==> config.mk <==
export PLATFORM = sky130hd
export DESIGN_NAME = chg_irq_unit
export DESIGN_NICKNAME = d
export VERILOG_FILES = /design/src/rtl/cii_pkg.sv /design/src/rtl/cii_sync.sv /design/src/rtl/cii_hold.sv /design/src/rtl/cii_regs.sv /design/src/rtl/cii_irq.sv /design/src/rtl/chg_irq_unit.sv
export SDC_FILE = /design/constraint.sdc
export NUM_CORES = 1
export LEC_CHECK = 0
export BUFFER_PORTS_ARGS = -buffer_cell sky130_fd_sc_hd__buf_2
export CORE_ASPECT_RATIO = 0.8
export CORE_MARGIN = 3
export CORE_UTILIZATION = 24
export DETAILED_ROUTE_END_ITERATION = 16
export PLACE_DENSITY = 0.46
export SKIP_LAST_GASP = 1
export SLEW_MARGIN = 30
export SYNTH_ARGS = -nofsm -noshare
export SYNTH_HDL_FRONTEND = slang
export SYNTH_SLANG_ARGS = --single-unit
==> constraint.sdc <==
create_clock -name clk -period 1.3 [get_ports clk]
set_clock_uncertainty 0.1 [all_clocks]
set_input_delay 0.065 -clock clk [delete_from_list [all_inputs] [get_ports clk]]
set_output_delay 0.065 -clock clk [all_outputs]
set_load 0.02 [all_outputs]
==> src/rtl/cii_pkg.sv <==
package cii_pkg;
  localparam int unsigned DEF_W    = 16;
  localparam int unsigned DEF_SYNC = 2;

  typedef struct packed {
    logic capture;
    logic soft_rst;
    logic mask_wr;
  } cii_cmd_t;
endpackage

==> src/rtl/cii_sync.sv <==
module cii_sync #(
  parameter int unsigned W      = 16,
  parameter int unsigned STAGES = 2
) (
  input  logic         clk,
  input  logic         rst,
  input  logic [W-1:0] d,
  output logic [W-1:0] q
);
  logic [W-1:0] stage [STAGES];

  for (genvar g = 0; g < STAGES; g++) begin : g_stage
    if (g == 0) begin : g_first
      always_ff @(posedge clk) begin
        if (rst) stage[0] <= '0;
        else     stage[0] <= d;
      end
    end else begin : g_next
      always_ff @(posedge clk) begin
        if (rst) stage[g] <= '0;
        else     stage[g] <= stage[g-1];
      end
    end
  end

  assign q = stage[STAGES-1];
endmodule

==> src/rtl/cii_hold.sv <==
module cii_hold #(
  parameter int unsigned W = 16
) (
  input  logic         clk,
  input  logic         rst,
  input  logic         en,
  input  logic [W-1:0] d,
  output logic [W-1:0] q
);
  always_ff @(posedge clk) begin
    if (rst)     q <= '0;
    else if (en) q <= d;
  end
endmodule

==> src/rtl/cii_regs.sv <==
module cii_regs
  import cii_pkg::*;
#(
  parameter int unsigned W = 16
) (
  input  logic         clk,
  input  logic         rst,
  input  cii_cmd_t     cmd,
  input  logic [W-1:0] mask_in,
  input  logic [W-1:0] view,
  output logic [W-1:0] status_q,
  output logic [W-1:0] mask_q
);
  always_ff @(posedge clk) begin
    if (rst || cmd.soft_rst) begin
      status_q <= '0;
      mask_q   <= '0;
    end else begin
      if (cmd.capture) status_q <= view;
      if (cmd.mask_wr) mask_q   <= mask_in;
    end
  end
endmodule

==> src/rtl/cii_irq.sv <==
module cii_irq #(
  parameter int unsigned W = 16
) (
  input  logic         clk,
  input  logic         rst,
  input  logic         en,
  input  logic         block,
  input  logic [W-1:0] view,
  input  logic [W-1:0] status,
  input  logic [W-1:0] mask,
  output logic         drive
);
  logic [W-1:0] live_diff;
  logic         any_diff;

  always_comb begin
    live_diff = (view ^ status) & mask;
    any_diff  = |live_diff;
  end

  always_ff @(posedge clk) begin
    if (rst) drive <= 1'b0;
    else     drive <= en & ~block & any_diff;
  end
endmodule

==> src/rtl/chg_irq_unit.sv <==
module chg_irq_unit
  import cii_pkg::*;
#(
  parameter int unsigned W    = DEF_W,
  parameter int unsigned SYNC = DEF_SYNC
) (
  input  logic         clk,
  input  logic         rst,
  input  logic [W-1:0] pins_i,
  input  logic         en_i,
  input  logic         cap_i,
  input  logic         mask_wr_i,
  input  logic [W-1:0] mask_i,
  output logic [W-1:0] status_o,
  output logic         irq_drive_o
);
  logic [W-1:0] pins_s;
  logic [W-1:0] view_q;
  logic [W-1:0] mask_q;
  cii_cmd_t     cmd;

  always_comb begin
    cmd.capture  = cap_i;
    cmd.mask_wr  = mask_wr_i;
    cmd.soft_rst = mask_wr_i && (mask_i == '0);
  end

  cii_sync #(.W(W), .STAGES(SYNC)) u_sync (
    .clk(clk), .rst(rst), .d(pins_i), .q(pins_s)
  );

  cii_hold #(.W(W)) u_hold (
    .clk(clk), .rst(rst), .en(en_i), .d(pins_s), .q(view_q)
  );

  cii_regs #(.W(W)) u_regs (
    .clk(clk), .rst(rst), .cmd(cmd), .mask_in(mask_i), .view(view_q),
    .status_q(status_o), .mask_q(mask_q)
  );

  cii_irq #(.W(W)) u_irq (
    .clk(clk), .rst(rst), .en(en_i), .block(cmd.capture | cmd.soft_rst),
    .view(view_q), .status(status_o), .mask(mask_q), .drive(irq_drive_o)
  );
endmodule

== Word-level counts from Yosys, hierarchy flattened ==
Memories as Yosys holds them, arrays and structs flattened. A register that Yosys moved wholly into a read port is not among the register bits.
Index checks and enable logic that the tools add are counted.

* Bits in registers: 33
* Bits in writable memories: 32
* Input bits: 37
* Output and inout bits: 17
* Word-level logic and storage cells: 21
* Memories: 1

{| class="wikitable"
|+ Memories
! memory !! depth !! width !! rd ports !! clocked after memory_dff !! wr ports !! RTL line !! source
|-
| u_sync.stage || 2 || 16 || 2 || 1 || 2 || cii_sync.sv:10 || <nowiki>logic [W-1:0] stage [STAGES];</nowiki>
|}

* Muxes and demuxes: 5
* Bitwise logic cells: 8
* Reduce and logical (&&, ||, !) cells: 4

{| class="wikitable"
|+ Operators with widths
! kind !! number
|-
| 16-bit 2-to-1 mux || 2
|-
| 16-bit AND || 1
|-
| 16-bit zero test || 1
|-
| 16-bit OR reduction || 1
|-
| 16-bit bitwise XOR || 1
|-
| 1-bit 2-to-1 mux || 3
|-
| 1-bit OR || 3
|-
| 1-bit AND || 2
|-
| 1-bit logical AND || 1
|-
| 1-bit logical OR || 1
|-
| 1-bit inverter || 1
|}

== Logic depth before layout (Yosys ltp) ==
* Depth after elaboration: 6
* Gate-level depth with buffers: 5
* Gate-level depth less buffers: 4

== Modules after synthesis ==
Synthesis repeated with hierarchy kept, for this count alone.

* Cell total of the unflattened synthesis: 263
* Area total of the unflattened synthesis: 2955.3 µm²

{| class="wikitable"
|+ Modules (own cells, without submodules)
! module !! times used !! cells an instance !! area an instance (µm²) !! sequential area each (µm²)
|-
| cii_regs || 1 || 105 || 1198.6 || 640.6
|-
| cii_sync || 1 || 67 || 863.3 || 640.6
|-
| cii_hold || 1 || 52 || 580.6 || 320.3
|-
| cii_irq || 1 || 29 || 246.5 || 20.0
|-
| chg_irq_unit || 1 || 10 || 66.3 || 0.0
|}

== Worst setup path after synthesis ==
No wires, ideal clock.

* Kind: flip-flop to flip-flop
* From: register u_regs.status_q[13]
* To: register u_irq.drive
* Setup time: 0.103 ns
* Arrival: 1.200 ns
* Required time: 1.097 ns
* Setup slack: -0.103 ns
* Cell stages (with the launch flop): 5
* Path buffers: 0
* Clock period less this slack: 1.403 ns
* Path through: dfxtp_1 -> xor2_1 -> a22oi_1 -> and4_4 -> a2111oi_2

* Word-level cells in the longest chain between the ends: 4

{| class="wikitable"
|+ RTL lines
! what !! RTL line !! source
|-
| start: declaration || cii_regs.sv:11 || <nowiki>output logic [W-1:0] status_q,</nowiki>
|-
| start signal: assignment || cii_regs.sv:19 || <nowiki>if (cmd.capture) status_q <= view;</nowiki>
|-
| 16-bit bitwise XOR || cii_irq.sv:17 || <nowiki>live_diff = (view ^ status) & mask;</nowiki>
|-
| 16-bit AND || cii_irq.sv:17 ||
|-
| 16-bit OR reduction || cii_irq.sv:18 || <nowiki>any_diff = |live_diff;</nowiki>
|-
| 1-bit AND || cii_irq.sv:23 || <nowiki>else drive <= en & ~block & any_diff;</nowiki>
|-
| end signal: assignment || cii_irq.sv:23 ||
|-
| end: declaration || cii_irq.sv:11 || <nowiki>output logic drive</nowiki>
|}

No other way between the ends.
A chain may end at the register's enable or synchronous reset.

== Worst setup path in the final report ==
* From: register u_regs.status_q[11]
* To: register u_irq.drive

Same word-level chain as after synthesis.

==> flow_summary.json <==
{
  "cp_data_required_time_ps": 1430,
  "outcome": "finished, violations left",
  "cts_max_level": 3,
  "routed_wl_um": 6850,
  "utilization": 0.389,
  "critical_path.slowest_cell": "dfxtp_4",
  "min_to": "u_regs.mask_q[15]",
  "die_height_um": 104,
  "via_per_inst": 3.93,
  "fmax_ghz": 0.752,
  "yosys-mux-area-fraction": 0.168,
  "hold_path_class": "input pin to flop",
  "post-synth-top-count-cell": "dfxtp_1",
  "worstMarginPinSlew_ps": 576,
  "placedCellCount": 481,
  "drtPass1Iterations": 4,
  "initial_antenna_violation_count": 0,
  "ys.warnings.count": 0,
  "ctsRootBufferMaster": "clkbuf_16",
  "maximum_vdd_drop_mv": 0.747,
  "timing.final.crit_period_ps": 1330,
  "power.total_mw": 5.77,
  "ant_nets": 0,
  "vias_in_the_first_global_route": 2105,
  "timing.critical_path.slowest_cell_delay_ps": 340,
  "synthesis.area_um2": 2860,
  "floorplan.initialDensity": 0.255,
  "cp_max_fo": 2,
  "element_type_at_the_critical_path_end": "flop",
  "gr-total-overflow": 0,
  "drc": 0,
  "synth_common_cells": "dfxtp_1 (81), mux2i_1 (48), nor2_1 (48)",
  "cap_violations": 0,
  "critical_path.startpoint_type": "flop",
  "yosysTopAreaCell": "dfxtp_1",
  "hpwl_um": 4820,
  "area.sequential_um2": 1660,
  "worst_slack_ps": -30.4,
  "die_w_um": 128,
  "setup.worst_path.class": "flop to flop",
  "synth_top_area_frac": 0.567,
  "clkSinkCount": 81,
  "core.rowCount": 34,
  "finalSetupViolCount": 1,
  "grt_setup_unrepaired": "yes",
  "share_of_post_route_cells_with_drive_strength_above_1": 0.374,
  "synthAdderAreaFrac": 0,
  "insertion_delay_ps": 330,
  "cp_cell_sequence": "xor2_1 > a22oi_1 > and4_4 > a2111oi_4",
  "leakage_nw": 2.06,
  "cp.arrival_ps": 1460,
  "grt_pass1_wl_um": 11000,
  "p_per_area_nw_per_um2": 1320,
  "dr.first_iter.drc_count": 70,
  "violations": "negative setup slack",
  "multiInputGateArea_um2": 1220,
  "r2r-end": "u_irq.drive",
  "layout.filler_cells": 1133,
  "complex_gate_fraction_of_the_synthesized_area": 0.0328,
  "grt_usage": 0.106,
  "post-place-ws_ps": -109,
  "synth.distinct_cells": 18,
  "areaGrowthSynthToFinish_pct": 52.7,
  "place.gp.congestion": 0.694,
  "die_area_um2": 13300,
  "vias": 2097,
  "ys_ff_latch": 81,
  "worstReg2RegStart": "u_regs.status_q[11]",
  "cts_made_buffers": 9,
  "post_synth_inst_count": 258,
  "setup_total_negative_slack_ps": -30.4,
  "post_synth_edffs": 0,
  "grt_start_max_net_pins": 37,
  "headroom_to_the_max_slew_limit": 0.616,
  "final_design_area_no_fill_um2": 4370,
  "final.period_utilization": 1.02,
  "finalNetCount": 422,
  "synthSimpleGateAreaFrac": 0.153,
  "min_from": "rst",
  "cts_tree": "done",
  "yosysSeqAreaShare": 0.567,
  "clkSlewWorstSetupHoldPaths_ps": 60,
  "holdWs_ps": 114,
  "post_drt_wl_per_cell_um": 12.8,
  "whs_path_depth": 3,
  "ff2ff_setup_slack_ps": -30,
  "timing_max_transition_violations_final": 0,
  "mean_instance_size_in_the_synthesized_netlist_um2": 11.1,
  "core_area_um2": 11200,
  "leading_post_synthesis_cells_by_cell_area": "dfxtp_1 (57%), mux2i_1 (17%), nor2b_1 (7.0%)",
  "final_cells": 534,
  "numPortBuffers": 53,
  "yosys.area_share.xor_xnor": 0.0490,
  "synth-async-reset-ratio": 0,
  "synth_top_flop_cell": "dfxtp_1",
  "synth_top_family_by_area": "multiplexers",
  "synthesis.nets": 295,
  "antenna_cells_inserted": 0,
  "io_pins": 54,
  "clockBufferDepth": 2,
  "dpl_cell_area_um2": 3560,
  "ff2ff_path_depth": 4,
  "worst_setup_path_startpoint": "u_regs.status_q[11]",
  "timing.final.hold_violations": 0
}
-- power breakdown --
group	switching (mW)	leakage, nW	internal, mW
registers	0.0477	0.676	2.57
logic	0.199	1.22	0.275
clock network	0.949	0.159	1.73
total	1.20	2.06	4.58
-- repair_timing --
action / 4_1_cts / 5_1_grt
endpoints found under the hold margin: 35 / 0
hold buffers: 33 / 0
pin swaps: 7 / 5
setup buffers: 0 / 2
cloned: 0 / 3
setup endpoints to repair: 1 / 25
resized for setup: 13 / 4
-- layout by cell type, fill, tap and decap left out, types with 2 or more instances in the layout --
cell type / n
dfxtp_1: 58
buf_2: 52
mux2i_1: 48
nor2_1: 48
buf_4: 41
dlygate4sd3_1: 33
nor2b_1: 32
dfxtp_2: 19
clkbuf_16: 11
xor2_1: 9
a22oi_1: 7
xor2_2: 7
dfxtp_4: 4
nor4_1: 3
bufinv_16: 2
clkinv_2: 2
-- registers in the layout (all words and copies together), names as in the netlist --
signal           count
u_sync.stage        32
u_hold.q            16
u_regs.mask_q       16
u_regs.status_q     16
u_irq.drive          1
-- how the worst max path moves through the flow --
stage / slack, ps / to / depth (start not counted)
2_1_floorplan: 3 / u_irq.drive / 4
3_3_place_gp: -80 / u_irq.drive / 4
3_5_place_dp: -110 / u_irq.drive / 4
4_1_cts: -40 / u_irq.drive / 4
5_1_grt: -90 / u_irq.drive / 4
6_report: -30 / u_irq.drive / 4
-- cell families after synthesis --
kind of cell,after synthesis
muxes,48
DFF,81
and+or+nand+nor,88
xor gates and xnor gates,16
AOI/OAI and AO/OA,10
buffers and inverters,15
-- metal layers --
| metal | track usage | vias up | routed length, um |
|---|---|---|---|
| met3 | 0.0376 | 8 | 358 |
| met2 | 0.145 | 47 | 2680 |
| li1 | - | 1106 | - |
| met1 | 0.151 | 936 | 3720 |
| met5 | 0 | - | 0 |
| met4 | 0.0386 | 0 | 85 |
-- layout make-up --
type                       count  area share
sequential                    81       0.380
multi-input combinational    162       0.280
timing repair buffer         130       0.224
clock buffer                  11      0.0556
tap                          144      0.0413
clock inverter                 5      0.0181
inverter                       1    0.000860
-- worst max-delay path: cells and delay by family, from the launching register on --
kind / cells / cell delay [ps]
xor gates and xnor gates: 1 / 160
DFF: 1 / 340
and+or+nand+nor: 1 / 190
AOI/OAI and AO/OA: 2 / 430
Power figures use the tool's default switching activity.
